--- src/rtl/dbgcmd_pkg.sv ---
package dbgcmd_pkg;

    typedef enum logic [2:0] {
        ST_OFF,
        ST_IDLE,
        ST_COLLECT,
        ST_BUSY,
        ST_STEP,
        ST_PARKED,
        ST_LOST
    } dbg_state_e;

    localparam logic [1:0] STS_NONE  = 2'b00;
    localparam logic [1:0] STS_READY = 2'b01;
    localparam logic [1:0] STS_BUSY  = 2'b10;
    localparam logic [1:0] STS_LOST  = 2'b11;

    localparam logic [3:0] OP_RD_MAP   = 4'd0;
    localparam logic [3:0] OP_RD_STACK = 4'd1;
    localparam logic [3:0] OP_RD_REG   = 4'd2;
    localparam logic [3:0] OP_WR_REG   = 4'd3;
    localparam logic [3:0] OP_RD_MEM   = 4'd4;
    localparam logic [3:0] OP_WR_MEM   = 4'd5;
    localparam logic [3:0] OP_STEP     = 4'd6;
    localparam logic [3:0] OP_RETURN   = 4'd7;
    localparam logic [3:0] OP_UNLOCK   = 4'd8;

    typedef struct packed {
        logic       known;
        logic       rom;
        logic       step;
        logic       ret;
        logic [2:0] follow;
    } op_info_t;

endpackage

--- src/rtl/dbg_op_decode.sv ---
module dbg_op_decode
    import dbgcmd_pkg::*;
(
    input  logic [3:0] code,
    output op_info_t   info
);

    always_comb begin
        info = '0;
        unique case (code)
            OP_RD_MAP:   info = '{known: 1'b1, rom: 1'b1, step: 1'b0, ret: 1'b0, follow: 3'd0};
            OP_RD_STACK: info = '{known: 1'b1, rom: 1'b1, step: 1'b0, ret: 1'b0, follow: 3'd0};
            OP_RD_REG:   info = '{known: 1'b1, rom: 1'b1, step: 1'b0, ret: 1'b0, follow: 3'd1};
            OP_WR_REG:   info = '{known: 1'b1, rom: 1'b1, step: 1'b0, ret: 1'b0, follow: 3'd3};
            OP_RD_MEM:   info = '{known: 1'b1, rom: 1'b1, step: 1'b0, ret: 1'b0, follow: 3'd2};
            OP_WR_MEM:   info = '{known: 1'b1, rom: 1'b1, step: 1'b0, ret: 1'b0, follow: 3'd4};
            OP_STEP:     info = '{known: 1'b1, rom: 1'b0, step: 1'b1, ret: 1'b0, follow: 3'd0};
            OP_RETURN:   info = '{known: 1'b1, rom: 1'b0, step: 1'b0, ret: 1'b1, follow: 3'd0};
            OP_UNLOCK:   info = '{known: 1'b1, rom: 1'b1, step: 1'b0, ret: 1'b0, follow: 3'd0};
            default:     info = '0;
        endcase
    end

endmodule

--- src/rtl/dbg_arg_store.sv ---
module dbg_arg_store #(
    parameter int SLOTS  = 4,
    parameter int BYTE_W = 8,
    localparam int IDX_W = (SLOTS > 1) ? $clog2(SLOTS) : 1
) (
    input  logic                    clk,
    input  logic                    rst_n,
    input  logic                    clr,
    input  logic                    wr,
    input  logic [IDX_W-1:0]        idx,
    input  logic [BYTE_W-1:0]       din,
    output logic [SLOTS*BYTE_W-1:0] args
);

    for (genvar s = 0; s < SLOTS; s++) begin : g_slot
        logic [BYTE_W-1:0] slot_q;

        always_ff @(posedge clk or negedge rst_n) begin
            if (!rst_n) begin
                slot_q <= '0;
            end else if (clr) begin
                slot_q <= '0;
            end else if (wr && (idx == IDX_W'(s))) begin
                slot_q <= din;
            end
        end

        assign args[s*BYTE_W +: BYTE_W] = slot_q;
    end

endmodule

--- src/rtl/dbg_cmd_rx.sv ---
module dbg_cmd_rx
    import dbgcmd_pkg::*;
#(
    parameter int          ARG_BYTES = 4,
    parameter int          BYTE_W    = 8,
    parameter int          ADDR_W    = 16,
    parameter logic [15:0] SVC_VEC   = 16'h8010
) (
    input  logic                        clk,
    input  logic                        rst_n,
    input  logic                        dbg_sel,
    input  logic                        byte_vld,
    input  logic [BYTE_W-1:0]           byte_in,
    input  logic                        rom_done,
    input  logic                        step_retired,
    output logic [1:0]                  status,
    output logic [3:0]                  cmd_code,
    output logic                        rom_en,
    output logic                        vec_jump,
    output logic [ADDR_W-1:0]           vec_addr,
    output logic                        cpu_halt,
    output logic                        resume,
    output logic [ARG_BYTES*BYTE_W-1:0] arg_bytes
);

    localparam int CNT_W = $clog2(ARG_BYTES + 1);
    localparam int IDX_W = (ARG_BYTES > 1) ? $clog2(ARG_BYTES) : 1;

    dbg_state_e       state_q, state_d;
    op_info_t         info;
    logic [3:0]       op_q;
    logic [3:0]       cmd_q;
    logic [CNT_W-1:0] idx_q, need_q;
    logic             rom_en_q, jump_q, resume_q;
    logic             take_cmd, take_arg, go_busy, go_ret;

    dbg_op_decode u_dec (
        .code (byte_in[3:0]),
        .info (info)
    );

    dbg_arg_store #(.SLOTS(ARG_BYTES), .BYTE_W(BYTE_W)) u_args (
        .clk   (clk),
        .rst_n (rst_n),
        .clr   (take_cmd),
        .wr    (take_arg),
        .idx   (idx_q[IDX_W-1:0]),
        .din   (byte_in),
        .args  (arg_bytes)
    );

    // next-state and transition strobes
    always_comb begin
        state_d  = state_q;
        take_cmd = 1'b0;
        take_arg = 1'b0;
        go_busy  = 1'b0;
        go_ret   = 1'b0;
        if (!dbg_sel) begin
            state_d = ST_OFF;
        end else begin
            unique case (state_q)
                ST_OFF: state_d = ST_IDLE;
                ST_IDLE: begin
                    if (byte_vld) begin
                        take_cmd = 1'b1;
                        if (!info.known) begin
                            state_d = ST_LOST;
                        end else if (info.follow != 3'd0) begin
                            state_d = ST_COLLECT;
                        end else if (info.step) begin
                            state_d = ST_STEP;
                        end else if (info.ret) begin
                            state_d = ST_PARKED;
                            go_ret  = 1'b1;
                        end else begin
                            state_d = ST_BUSY;
                            go_busy = 1'b1;
                        end
                    end
                end
                ST_COLLECT: begin
                    if (byte_vld) begin
                        take_arg = 1'b1;
                        if (CNT_W'(idx_q + 1'b1) == need_q) begin
                            state_d = ST_BUSY;
                            go_busy = 1'b1;
                        end
                    end
                end
                ST_BUSY: begin
                    if (byte_vld)      state_d = ST_LOST;
                    else if (rom_done) state_d = ST_IDLE;
                end
                ST_STEP: begin
                    if (byte_vld)          state_d = ST_LOST;
                    else if (step_retired) state_d = ST_IDLE;
                end
                ST_PARKED: state_d = ST_PARKED;
                ST_LOST:   state_d = ST_LOST;
                default:   state_d = ST_OFF;
            endcase
        end
    end

    // state register and captured fields
    always_ff @(posedge clk or negedge rst_n) begin
        if (!rst_n) begin
            state_q  <= ST_OFF;
            op_q     <= '0;
            cmd_q    <= '0;
            idx_q    <= '0;
            need_q   <= '0;
            rom_en_q <= 1'b0;
            jump_q   <= 1'b0;
            resume_q <= 1'b0;
        end else begin
            state_q  <= state_d;
            jump_q   <= go_busy;
            resume_q <= go_ret;
            if (go_busy) rom_en_q <= 1'b1;
            if (take_cmd) begin
                op_q   <= byte_in[3:0];
                idx_q  <= '0;
                need_q <= CNT_W'(info.follow);
            end else if (take_arg) begin
                idx_q <= CNT_W'(idx_q + 1'b1);
            end else if (state_q == ST_BUSY && rom_done) begin
                idx_q <= '0;
            end
            if (go_busy) cmd_q <= take_cmd ? byte_in[3:0] : op_q;
        end
    end

    // outputs from state
    always_comb begin
        unique case (state_q)
            ST_IDLE, ST_COLLECT: begin status = STS_READY; cpu_halt = 1'b1; end
            ST_BUSY:             begin status = STS_BUSY;  cpu_halt = 1'b1; end
            ST_STEP:             begin status = STS_BUSY;  cpu_halt = 1'b0; end
            ST_LOST:             begin status = STS_LOST;  cpu_halt = 1'b1; end
            default:             begin status = STS_NONE;  cpu_halt = 1'b0; end
        endcase
    end

    assign cmd_code = cmd_q;
    assign rom_en   = rom_en_q;
    assign vec_jump = jump_q;
    assign resume   = resume_q;
    assign vec_addr = ADDR_W'(SVC_VEC);

endmodule

--- config.mk ---
export PLATFORM = sky130hd
export DESIGN_NAME = dbg_cmd_rx
export DESIGN_NICKNAME = d
export VERILOG_FILES = /design/src/rtl/dbgcmd_pkg.sv /design/src/rtl/dbg_op_decode.sv /design/src/rtl/dbg_arg_store.sv /design/src/rtl/dbg_cmd_rx.sv
export SDC_FILE = /design/constraint.sdc
export NUM_CORES = 1
export LEC_CHECK = 0
export ABC_AREA = 1
export BUFFER_PORTS_ARGS = -buffer_cell sky130_fd_sc_hd__buf_2
export CORE_UTILIZATION = 52
export CTS_CLUSTER_DIAMETER = 200
export DETAILED_ROUTE_END_ITERATION = 16
export GPL_TIMING_DRIVEN = 0
export PLACE_DENSITY = 0.85
export SYNTH_ARGS = -nofsm -noshare
export SYNTH_HDL_FRONTEND = slang
export SYNTH_SLANG_ARGS = --single-unit
--- constraint.sdc ---
create_clock -name clk -period 1.7 [get_ports clk]
set_input_delay 0.34 -clock clk [delete_from_list [all_inputs] [get_ports clk]]
set_output_delay 0.34 -clock clk [all_outputs]
set_load 0.02 [all_outputs]
==> results_tabular.tex <==
\begin{tabular}{lr}
\hline
Metric & Value \\
\hline
\multicolumn{2}{l}{\textbf{Setup path}} \\
Highest net fanout along the worst path & 6 \\
Worst setup path class & reg2out \\
Data arrival, critical path & 1.28 ns \\
Cell with the most instances on the worst path & sky130\_fd\_sc\_hd\_\_nand3\_1 \\
Slowest cell delay on critical path & 0.46 ns \\
RR Startpoint & idx\_q[1] \\
Count of cells along the worst register-to-register path & 11 \\
Worst setup slack for register-to-register paths & 0.12 ns \\
Worst Path Required & 1.36 ns \\
Highest-delay cell along the critical path & sky130\_fd\_sc\_hd\_\_dfrtp\_1 \\
Startpoint class of the critical path & flop \\
Category of the worst setup path capture point & primary output \\
Cells traversed along the worst timing path & inv\_2 > nand3\_1 > nand3\_1 > buf\_2 \\
FF-to-FF End & cmd\_code[1] \\
\multicolumn{2}{l}{\textbf{Run status}} \\
Run status & completed \\
\multicolumn{2}{l}{\textbf{Place}} \\
Number of port buffers & 54 \\
Estimated wirelength of the detail-placed design & 3920 um \\
Routability congestion estimate & 0.890 \\
Placed instance count & 450 \\
\multicolumn{2}{l}{\textbf{Drt}} \\
DRT iter0 DRCs & 130 \\
ANT nets after route & 0 \\
Pre-Repair DR Iteration Count & 4 \\
Average wire per cell in the routed design & 11.4 um \\
Routed wire length & 5270 um \\
Remaining design rule violation count & 0 \\
Via count & 2214 \\
Vias per inst & 4.79 \\
\multicolumn{2}{l}{\textbf{Clocking}} \\
Clk\_lat worst skew & 0.30 ns \\
Total number of H-tree levels & 2 \\
Buffers from clock root to sink, at most & 2 \\
Root Buffer & sky130\_fd\_sc\_hd\_\_clkbuf\_8 \\
CTS tree & built \\
Clock-pin slew on the worst setup and hold paths & 0.09 ns \\
Clk sinks & 52 \\
Cts bufs inserted & 5 \\
Hold buffer count at cts & 0 \\
\multicolumn{2}{l}{\textbf{Global routing}} \\
Initial antenna violation count & 0 \\
Wire length of the first global-routing pass & 8310 um \\
Maximum number of pins on one net before global-route repair & 53 \\
Overall global routing resource usage & 20.6\% \\
Number of global-route vias before repair & 1838 \\
Sum of overflow across all layers after global routing & 0 \\
\multicolumn{2}{l}{\textbf{Synthesis}} \\
Sequential share of the synthesized area & 49.9\% \\
Count of flip-flops with a built-in enable after synthesis & 0 \\
Most used DFF post-synth & sky130\_fd\_sc\_hd\_\_dfrtp\_1 \\
FF+latch count, synth & 52 \\
Cell Area, Synth & 2610 um2 \\
YS warnings & 0 \\
Synth unique cells & 26 \\
Post-synthesis cell count & 315 \\
Syn Area/Cell & 8.27 um2 \\
Asr flop ratio synth & 100\% \\
\multicolumn{2}{l}{\textbf{Floorplan}} \\
Starting Density & 54.5\% \\
Number of placement rows & 25 \\
Height of the chip & 72.8 um \\
X dimension of the die & 72.8 um \\
Die area & 5300 um2 \\
Total core area & 4790 um2 \\
I/O pin total & 72 \\
\multicolumn{2}{l}{\textbf{STA}} \\
Number of endpoints failing setup at the final stage & 0 \\
Post-route clock period utilization & 95.2\% \\
Worst slew slack as a fraction of its limit & 26.7\% \\
Total count of hold-check failures in the final report & 0 \\
Slew at the pin closest to its max-slew limit & 1.10 ns \\
Setup skew after layout & 0.00384 ns \\
Final period demand of the worst path & 1.62 ns \\
RSZ-0062 raised after global routing & true \\
FMAX & 618 MHz \\
Total negative slack & 0 ns \\
Pins over their slew limit & 0 \\
\multicolumn{2}{l}{\textbf{Hold path}} \\
Worst min-delay path class & in2async \\
\multicolumn{2}{l}{\textbf{Finish}} \\
Ratio of cells with drive above 1 in the final layout & 30.4\% \\
Most frequent cells in the layout & 121 x sky130\_fd\_sc\_hd\_\_nand2\_1, 55 x sky130\_fd\_sc\_hd\_\_buf\_2, 51 x sky130\_fd\_sc\_hd\_\_dfrtp\_1, 20 x sky130\_fd\_sc\_hd\_\_inv\_1 \\
Number of inserted diodes & 0 \\
Most common cell after layout, fill and taps aside & sky130\_fd\_sc\_hd\_\_nand2\_1 \\
Nets@finish & 412 \\
Area grow syn2layout & 22.7\% \\
Post-route non-filler standard cell count & 462 \\
\multicolumn{2}{l}{\textbf{Power and ir drop}} \\
Leakage power figure & 1.82 nW \\
Largest vdd supply drop & 0.848 mV \\
Power density normalized to cell area & 1760 nW/um2 \\
\multicolumn{2}{l}{\textbf{Job}} \\
MaxCap Viol Count & 0 \\
\hline
\end{tabular}
[how the worst max path moves through the flow]
stage	start	to	slack, ns	depth (start not counted)
detailed placement	idx_q[0]	cmd_code[3]	-0.02	11
floorplan	idx_q[0]	state_q[1]	0.20	11
global placement	idx_q[0]	cmd_code[0]	0.03	11
finish	state_q[2]	status[1]	0.08	4
CTS	idx_q[0]	state_q[2]	-0.003	11
global route	idx_q[0]	state_q[1]	-0.02	11
[registers in the layout (all words and copies together), names as in the netlist]
signal / flops
vec_jump: 1
resume: 1
idx_q: 3
state_q: 3
rom_en: 1
op_q: 4
cmd_code: 4
need_q: 3
u_args.g_slot.slot_q: 32
[repair_timing]
action,CTS,global route
setup buffers,0,4
gates cloned,0,0
pin swaps,0,7
gates resized for setup,2,9
setup endpoints to repair,8,30
[critical path: cells and delay by family (launching register included)]
| kind | cells | cell delay (ns) |
|---|---|---|
| simple gates | 2 | 0.22 |
| flops | 1 | 0.46 |
| buf+inv | 2 | 0.30 |
[layer usage]
| metal | vias up | global-route usage [%] | part of all wire [%] |
|---|---|---|---|
| met5 | - | 0 | 0 |
| met4 | 0 | 8.06 | 1.2 |
| met3 | 9 | 3.59 | 4.9 |
| met2 | 67 | 33.4 | 48 |
| met1 | 1020 | 27.7 | 46 |
| li1 | 1118 | - | - |
[synthesized netlist by cell type (2+ instances only)]
library cell	instances	area share, %
sky130_fd_sc_hd__nand2_1	122	18
sky130_fd_sc_hd__dfrtp_1	52	50
sky130_fd_sc_hd__inv_1	22	3.2
sky130_fd_sc_hd__nand3_1	19	3.6
sky130_fd_sc_hd__buf_4	16	4.6
sky130_fd_sc_hd__nor2_1	14	2.0
sky130_fd_sc_hd__o21ai_1	13	2.5
sky130_fd_sc_hd__inv_2	8	1.2
sky130_fd_sc_hd__nand2_2	7	1.7
sky130_fd_sc_hd__o21ai_0	7	1.3
sky130_fd_sc_hd__buf_6	6	2.6
sky130_fd_sc_hd__ha_1	4	1.9
sky130_fd_sc_hd__nand4_1	4	0.96
sky130_fd_sc_hd__a21oi_1	3	0.58
sky130_fd_sc_hd__o21ai_2	3	1.0
sky130_fd_sc_hd__o22ai_1	3	0.72
sky130_fd_sc_hd__conb_1	2	0.29
sky130_fd_sc_hd__nand3_4	2	1.3
[final cells by class]
cell class	count	area [um2]
plain buffers	24	206
clock inverters	2	38.8
flip-flops and latches	52	1300
well taps	67	83.8
repair buffers	58	304
fillers	407	1590
clock buffers	6	72.6
inverters	30	113
multi-input cells	223	1080
[metrics by stage]
stage	util (%)	hold WS (ns)	total power, W	instance area, um2	setup slack (ns)
finish	66.8	0.242	0.00564	3200	0.0815
global route	66.8	0.337	0.00604	3200	-0.0162
CTS	65.4	0.289	0.00553	3130	-0.00254
detailed placement	63.0	0.453	0.00467	3010	-0.0236
global placement	63.0	0.446	0.00459	3010	0.0319
floorplan	-	0.0444	0.00389	2660	0.204
[power by group]
group | switching (W) | internal [W]
combinational | 0.00174 | 0.000963
clock | 0.000409 | 0.000445
sequential | 0.000300 | 0.00178
[logic make-up after synthesis]
logic type	share of synthesized area, %
and+or+nand+nor	28.5
other	0.288
AOI/OAI and AO/OA	6.77
xor gates and xnor gates	0.336
DFF	49.9
adders and majority gates	1.92
buffers and inverters	12.2
No activity file was read; power rests on OpenSTA's default activity.
